**src/rtl/scanline_fetch.sv**
```systemverilog
`timescale 1ns/1ps
module scanline_fetch #(
  parameter int ADDR_W     = 32,
  parameter int BEAT_W     = 64,
  parameter int VIS_COLS   = 640,
  parameter int VIS_ROWS   = 480,
  parameter int MEM_ROWS   = 512,
  parameter int ROW_BYTES  = 4096,
  parameter int BURST_LEN  = 16,
  parameter int BASE_KEEP  = 11,
  parameter int COLOR_W    = 6
) (
  input  logic                  clk,
  input  logic                  rst_n,
  input  logic                  disp_en,
  input  logic [ADDR_W-1:0]     frame_base,
  input  logic                  line_req,
  input  logic [$clog2(MEM_ROWS)-1:0] line_row,
  output logic                  rd_req,
  output logic [ADDR_W-1:0]     rd_addr,
  input  logic                  rd_ack,
  input  logic                  rd_valid,
  input  logic [BEAT_W-1:0]     rd_data,
  output logic                  buf_we,
  output logic [$clog2(VIS_COLS*32/BEAT_W)-1:0] buf_addr,
  output logic [3*COLOR_W*(BEAT_W/32)-1:0]      buf_data
);
  localparam int PIX_PER_BEAT = BEAT_W / 32;
  localparam int LINE_BEATS   = VIS_COLS / PIX_PER_BEAT;
  localparam int LINE_BURSTS  = LINE_BEATS / BURST_LEN;
  localparam int BURST_BYTES  = BURST_LEN * BEAT_W / 8;
  localparam int BURST_SHIFT  = $clog2(BURST_BYTES);
  localparam int ROW_SHIFT    = $clog2(ROW_BYTES);
  localparam int PIX_W        = 3 * COLOR_W;
  localparam int WA_W         = $clog2(LINE_BEATS);
  localparam int BU_W         = $clog2(LINE_BURSTS);
  localparam int BT_W         = $clog2(BURST_LEN);
  localparam int ROW_W        = $clog2(MEM_ROWS);
  localparam logic [ADDR_W-1:0] BASE_MASK =
    ~((ADDR_W'(1) << (ADDR_W - BASE_KEEP)) - ADDR_W'(1));
  localparam int RED_LO = 18, GRN_LO = 10, BLU_LO = 2;

  typedef enum logic [1:0] {S_IDLE, S_REQ, S_DATA} st_t;

  st_t               state;
  logic [ADDR_W-1:0] row_base;
  logic [BU_W-1:0]   burst;
  logic [BT_W-1:0]   beat;
  logic [WA_W-1:0]   wr_addr;
  logic              accept;

  assign accept   = line_req && (line_row < ROW_W'(VIS_ROWS));
  assign rd_req   = disp_en && (state == S_REQ);
  assign rd_addr  = row_base + (ADDR_W'(burst) << BURST_SHIFT);
  assign buf_we   = disp_en && (state == S_DATA) && rd_valid;
  assign buf_addr = wr_addr;

  for (genvar p = 0; p < PIX_PER_BEAT; p++) begin : g_pack
    logic [31:0] word;
    assign word = rd_data[BEAT_W-1-32*p -: 32];
    assign buf_data[PIX_W*PIX_PER_BEAT-1-PIX_W*p -: PIX_W] =
      {word[RED_LO +: COLOR_W], word[GRN_LO +: COLOR_W], word[BLU_LO +: COLOR_W]};
  end

  always_ff @(posedge clk) begin
    if (!rst_n || !disp_en) begin
      state    <= S_IDLE;
      row_base <= '0;
      burst    <= '0;
      beat     <= '0;
      wr_addr  <= '0;
    end else if (accept) begin
      state    <= S_REQ;
      row_base <= (frame_base & BASE_MASK) + (ADDR_W'(line_row) << ROW_SHIFT);
      burst    <= '0;
      beat     <= '0;
      wr_addr  <= '0;
    end else begin
      case (state)
        S_REQ:  if (rd_ack) state <= S_DATA;
        S_DATA: if (rd_valid) begin
          wr_addr <= wr_addr + WA_W'(1);
          if (beat == BT_W'(BURST_LEN - 1)) begin
            beat <= '0;
            if (burst == BU_W'(LINE_BURSTS - 1)) state <= S_IDLE;
            else begin
              burst <= burst + BU_W'(1);
              state <= S_REQ;
            end
          end else begin
            beat <= beat + BT_W'(1);
          end
        end
        default: state <= S_IDLE;
      endcase
    end
  end


  req_hold_chk: assert property (@(posedge clk) disable iff (!rst_n)
    rd_req && !rd_ack && !line_req |=> !disp_en || (rd_req && $stable(rd_addr)));

  req_drop_chk: assert property (@(posedge clk) disable iff (!rst_n)
    rd_req && rd_ack && !line_req |=> !rd_req);

  disable_clear_chk: assert property (@(posedge clk) disable iff (!rst_n)
    !disp_en |=> state == S_IDLE && wr_addr == '0);

  waddr_range_chk: assert property (@(posedge clk) disable iff (!rst_n)
    buf_we |-> buf_addr < WA_W'(LINE_BEATS));

  waddr_step_chk: assert property (@(posedge clk) disable iff (!rst_n)
    buf_we && !line_req && buf_addr != WA_W'(LINE_BEATS - 1)
      |=> !disp_en || wr_addr == $past(wr_addr) + WA_W'(1));

  idle_quiet_chk: assert property (@(posedge clk) disable iff (!rst_n)
    state == S_IDLE && !line_req |=> !rd_req);

  bad_row_chk: assert property (@(posedge clk) disable iff (!rst_n)
    line_req && line_row >= ROW_W'(VIS_ROWS) && state == S_IDLE |=> state == S_IDLE);
endmodule

```
**config.mk**
```make
export PLATFORM = sky130hd
export DESIGN_NAME = scanline_fetch
export DESIGN_NICKNAME = d
export VERILOG_FILES = /design/src/rtl/scanline_fetch.sv
export SDC_FILE = /design/constraint.sdc
export NUM_CORES = 1
export LEC_CHECK = 0
export ABC_CLOCK_PERIOD_IN_PS = 2700
export BUFFER_PORTS_ARGS = -buffer_cell sky130_fd_sc_hd__buf_2
export CAP_MARGIN = 20
export CORE_MARGIN = 2
export CORE_UTILIZATION = 35
export DETAILED_ROUTE_END_ITERATION = 10
export MAX_ROUTING_LAYER = met4
export PLACE_DENSITY_LB_ADDON = 0.05
export SLEW_MARGIN = 20
export SYNTH_ARGS = -nofsm -noshare
export SYNTH_HDL_FRONTEND = slang
export SYNTH_SLANG_ARGS = --single-unit
```
**constraint.sdc**
```tcl
create_clock -name clk -period 2.7 [get_ports clk]
set_clock_uncertainty 0.2 [all_clocks]
set_input_delay 0.27 -clock clk [delete_from_list [all_inputs] [get_ports clk]]
set_output_delay 0.27 -clock clk [all_outputs]
set_load 0.03 [all_outputs]
```
# --- Word level (Yosys, flattened, before mapping) ---
# Cells that the tools add are included.
# Widths: inputs -> output; s select.
totals:
  register_bits: 52
  inputBits: 111
  out_inout_bits: 79
  word_cells: 42
op_classes:
  n_addsub: 5
  order_cmp: 1
  eq_ne: 10
  n_mux: 7
  bitwise_logic: 1
  reduce_logical: 12
op_table:
  columns: ["op", "n"]
  rows:
  - ["$add 32x12->32", 1]
  - ["$add 32x21->32", 1]
  - ["$add 9x1->9 const B", 1]
  - ["$lt 9x9->1 const B", 1]
  - ["$mux 2", 3]
  - ["$ne 3x3->1 const B", 2]
  - ["$reduce_and 3->1", 2]
  - ["$add 5x1->5 const B", 1]
  - ["$eq 5x5->1 const B", 1]
  - ["$add 4x1->4 const B", 1]
  - ["$eq 4x4->1 const B", 1]
  - ["$logic_and 1x1->1", 4]
  - ["$mux 4", 1]
  - ["$ne 2x2->1 const B", 2]
  - ["$pmux 2 s2", 1]
  - ["$reduce_and 4->1", 1]
  - ["$ne 3x2->1 const B", 1]
  - ["$eq 2x1->1 const B", 1]
  - ["$eq 2x2->1 const B", 1]
  - ["$logic_not 1->1", 2]
  - ["$mux 1", 2]
  - ["$ne 2x1->1 const B", 1]
  - ["$reduce_and 2->1", 1]
  - ["$reduce_or 2->1", 1]
  - ["2 further kinds", 2]

# --- Depth between registers and ports, before layout ---
depth:
  word_depth: 6
  ltp_mapped: 7
  ltp_nobuf: 6

# --- Worst setup path after synthesis ---
# Ideal clock, no wire load.
synth_timing:
  kind: "flip-flop to flip-flop"
  startpoint: "register burst[0]"
  endpoint: "register state[0]"
  t_arrival_ns: 1.414
  required_ns: 2.372
  path_slack_ns: 0.958
  stages_incl_launch_ff: 6
  n_path_buf: 0
  synth_period_minus_slack_ns: 1.742
  path_cell_list: "dfxtp_1 -> ha_1 -> and4bb_4 -> nor3_4 -> a221oi_1 -> nor2_1"
synth_via:
  elab_chain_len: 6
synth_lines:
  columns: ["item", "line", "source"]
  rows:
  - ["start, declared", "47", "logic [BU_W-1:0] burst;"]
  - ["start signal, assigned", "87", "burst <= burst + BU_W'(1);"]
  - ["$eq 5x5->1", "85", "if (burst == BU_W'(LINE_BURSTS - 1)) state <= S_IDLE;"]
  - ["$mux 1", "85", null]
  - ["$mux 2", "83", "if (beat == BT_W'(BURST_LEN - 1)) begin"]
  - ["$mux 2", "81", "S_DATA: if (rd_valid) begin"]
  - ["$pmux 2 s2", "79", "case (state)"]
  - ["$mux 1", "72", "end else if (accept) begin"]
  - ["end signal, assigned", "73", "state <= S_REQ;"]
  - ["end signal, assigned", "80", "S_REQ: if (rd_ack) state <= S_DATA;"]
  - ["end signal, assigned", "85", null]
  - ["end, declared", "45", "st_t state;"]
# No other way between the ends. The select of a mux whose other input is x is not followed.
# A chain may end at the register's enable or synchronous reset.

# --- Worst setup path in the final report ---
layout_timing:
  startpoint: "register state[0]"
  endpoint: "output port buf_we"
layout_via:
  elab_chain_len: 3
layout_lines:
  columns: ["item", "line", "source"]
  rows:
  - ["start signal, assigned", "67", "state <= S_IDLE;"]
  - ["start signal, assigned", "73", null]
  - ["start signal, assigned", "80", null]
  - ["$eq 2x2->1", "55", "assign buf_we = disp_en && (state == S_DATA) && rd_valid;"]
  - ["$logic_and 1x1->1 (2 in a row)", "55", null]
  - ["end, declared", "24", "output logic buf_we,"]
# No other way between the ends.

==> results.sh <==
export IMPL_cts_reportedPaths_clkPinSlew_ns=0.08
export IMPL_finalCritPeriodShare_pct=67.0
export IMPL_fmaxAchievable_ghz=0.553
export IMPL_grt_start_max_net_pins=22
export IMPL_finalNonFillerCells=337
export IMPL_reg2reg_setup_slack_ns=1.00
export IMPL_die_y_um=79.9
export IMPL_synth_cell_types=33
export IMPL_drt_iter0_drc=48
export IMPL_synthesis_area_per_instance_um2=8.40
export IMPL_crit_path_launch="state[0]$_SDFFE_PP0P_"
export IMPL_cts_repair_timing_setup_buffer_count=0
export IMPL_max_stage_delay_ns=0.38
export IMPL_grt_first_pass_wirelength_um=6290
export IMPL_worstPathMaxFanout=5
export IMPL_drt_wl_total_um=3970
export IMPL_mostFrequentLayoutCells="sky130_fd_sc_hd__buf_2, sky130_fd_sc_hd__nand2_1, sky130_fd_sc_hd__dfxtp_1"
export IMPL_detailed_place_area_mm2=0.00208
export IMPL_tritoncts_clock_tree="yes"
export IMPL_cell_at_the_root_of_the_clock_tree="sky130_fd_sc_hd__clkbuf_8"
export IMPL_yosys_warnings=0
export IMPL_commonest_non_fill_non_tap_cell_in_the_layout="sky130_fd_sc_hd__buf_2"
export IMPL_syn_std_cell_area_mm2=0.00202
export IMPL_critical_path_endpoint_type="output pin"
export IMPL_setup_repair_after_global_routing_missed_its_margin="false"
export IMPL_routabilityCongestion=0.718
export IMPL_post_dp_hpwl_um=2790
export IMPL_status="finished clean"
export IMPL_htree_num_levels=2
export IMPL_post_route_min_period_ns=1.81
export IMPL_drcViolationCount=0
export IMPL_worstMarginPinSlew_ns=0.784
export IMPL_crit_path_start_kind="flop"
export IMPL_grt_overflow_total=0
export IMPL_critPathArrivalTime_ns=1.34
export IMPL_sequential_cell_area_fraction_in_the_yosys_report_pct=39.7
export IMPL_postCtsResizedCells=0
export IMPL_ys_ff_latch=40
export IMPL_finalHoldViolations=0
export IMPL_static_leakage_nw=0.966
export IMPL_row_cnt=27
export IMPL_max_slew_margin_pct=47.8
export IMPL_post_drt_wl_per_cell_um=11.8
export IMPL_maxCapViolations=0
export IMPL_portBuffers=61
export IMPL_post_synth_inst_count=240
export IMPL_crit_required_ns=2.23
export IMPL_track_usage_pct=12.7
export IMPL_ir_worst_vdd_mv=0.232
export IMPL_fp_coreArea_mm2=0.00554
export IMPL_vias_in_the_first_global_route=1396
export IMPL_num_fill_cells=601
export IMPL_diodes=0
export IMPL_fin_util_pct=39.8
export IMPL_final_layout_size_suffix_gt1_share_pct=30.2
export IMPL_tritoncts_buffer_count=5
export IMPL_worstPathCellList="inv_1, ha_1, and3_2, buf_2"
export IMPL_floorplan_die_width_um=79.9
export IMPL_placed_cells_incl_taps=329
export IMPL_routed_via_density=4.48
export IMPL_hold_start="line_row[3]"
export IMPL_final_net_count=381
export IMPL_endpoints_failing_setup=0
export IMPL_cts_num_sinks=40
export IMPL_power_density_cell_area_mw_per_mm2=564
export IMPL_slowest_stage="sky130_fd_sc_hd__dfxtp_1"
export IMPL_final_antenna_net_count=0
export IMPL_criticalPathCategory="flop to output pin"
export IMPL_floorplan_initialDensity_pct=36.4
export IMPL_number_of_antenna_violations_at_the_first_check_in_global_routing=0
export IMPL_design_die_area_mm2=0.00638
export IMPL_i_o_pins=190
export IMPL_area_growth_synth_to_finish_pct=9.31
export IMPL_totalNegativeSetupSlack_ns=0
export IMPL_cts_buffer_depth=2
export IMPL_route_vias_total=1509
export IMPL_clock_latency_ns=0.29
export IMPL_type_of_the_most_critical_hold_path="input pin to flop"
export IMPL_postLayoutCellArea_mm2=0.00220
export IMPL_postCtsHoldBufs=0
export IMPL_r2r_start="state[0]$_SDFFE_PP0P_"
export IMPL_drt_pre_antenna_iters=4
export IMPL_timing_final_max_slew_violations=0
## cell families after synthesis
logic type                 after synthesis  share of synthesized area [%]
other                                    1                          0.186
buffers and inverters                   54                           18.4
muxes                                    2                          0.993
and+or+nand+nor                         98                           24.5
xor gates and xnor gates                13                           5.65
AOI/OAI and AO/OA                       26                           6.83
DFF                                     40                           39.7
adders and majority gates                6                           3.72
## final cells by class
type | count | area (um^2) | area share [%]
sequential | 40 | 801 | 36.3
multi-input combinational | 152 | 866 | 39.3
clock buffer | 7 | 96.3 | 4.37
inverter | 4 | 15.0 | 0.681
clock inverter | 1 | 30.0 | 1.36
tap | 72 | 90.1 | 4.09
timing repair buffer | 61 | 305 | 13.9
## flip-flops by register name, indices dropped and copies added, names as in the netlist
name and count:
row_base 20, burst 5, buf_addr 9, state 2, beat 4
## per-layer routing
layer	up-vias	track usage (%)	part of all wire, %
li1	784	-	-
met1	673	15.4	47
met2	42	19.8	45
met3	10	3.96	7.8
met4	0	5.08	0.83
met5	-	-	0
## critical path, delay by kind of cell (launching register included)
| family | cells | cell delay (ns) |
|---|---|---|
| flip-flops | 1 | 0.38 |
| adder cells (fa/ha/maj) | 1 | 0.25 |
| buffers and inverters | 2 | 0.23 |
| AND/OR/NAND/NOR | 1 | 0.19 |
## cell usage after synthesis
master,number,area share [%]
sky130_fd_sc_hd__and2_2,1,0.37
sky130_fd_sc_hd__nor4_4,1,1.1
sky130_fd_sc_hd__xor2_1,8,3.5
sky130_fd_sc_hd__inv_1,4,0.74
sky130_fd_sc_hd__a21o_1,1,0.37
sky130_fd_sc_hd__and2_1,2,0.62
sky130_fd_sc_hd__nor3_4,1,0.81
sky130_fd_sc_hd__nand2_2,2,0.62
sky130_fd_sc_hd__nand2_1,45,8.4
sky130_fd_sc_hd__buf_4,44,16
sky130_fd_sc_hd__and3_2,2,0.74
sky130_fd_sc_hd__dfxtp_1,40,40
sky130_fd_sc_hd__and4_1,1,0.43
sky130_fd_sc_hd__nand4_1,6,1.9
sky130_fd_sc_hd__buf_2,3,0.74
sky130_fd_sc_hd__a31oi_1,1,0.31
sky130_fd_sc_hd__nand3_1,3,0.74
sky130_fd_sc_hd__and3_1,1,0.31
sky130_fd_sc_hd__nor3_1,5,1.2
sky130_fd_sc_hd__a21oi_1,22,5.5
sky130_fd_sc_hd__and4bb_4,1,0.81
sky130_fd_sc_hd__nand3_4,1,0.87
sky130_fd_sc_hd__conb_1,1,0.19
sky130_fd_sc_hd__nand3_2,1,0.50
sky130_fd_sc_hd__nor2_1,23,4.3
sky130_fd_sc_hd__a221oi_1,1,0.43
sky130_fd_sc_hd__ha_1,6,3.7
sky130_fd_sc_hd__mux2i_1,2,0.99
sky130_fd_sc_hd__clkbuf_1,3,0.56
sky130_fd_sc_hd__and4_2,1,0.50
sky130_fd_sc_hd__o21ai_0,1,0.25
sky130_fd_sc_hd__xnor2_1,5,2.2
sky130_fd_sc_hd__nor2b_1,1,0.31
## power breakdown
| group | leakage, nW | internal [mW] | switching [mW] |
|---|---|---|---|
| clock network | 0.0645 | 0.326 | 0.204 |
| logic | 0.577 | 0.0316 | 0.0761 |
| registers | 0.324 | 0.600 | 0.00502 |
## through the flow
step                worst slack (ns)  hold WS, ns  power [mW]
floorplan                      0.958        0.206       0.797
global placement               0.895        0.240       0.729
detailed placement             0.878        0.244       0.729
CTS                            0.875      0.00172        1.27
global route                   0.828       0.0149        1.30
finish                         0.891       0.0143        1.24
## final timing paths
kind / to / cells past startpoint
setup reg to reg: burst[1]$_SDFFE_PP0P_ / 6
setup / recovery: buf_we / 4
hold reg to reg: row_base[29]$_SDFFE_PP0P_ / 2
hold / removal: row_base[15]$_SDFFE_PP0P_ / 3
Power figures use the tool's default switching activity.
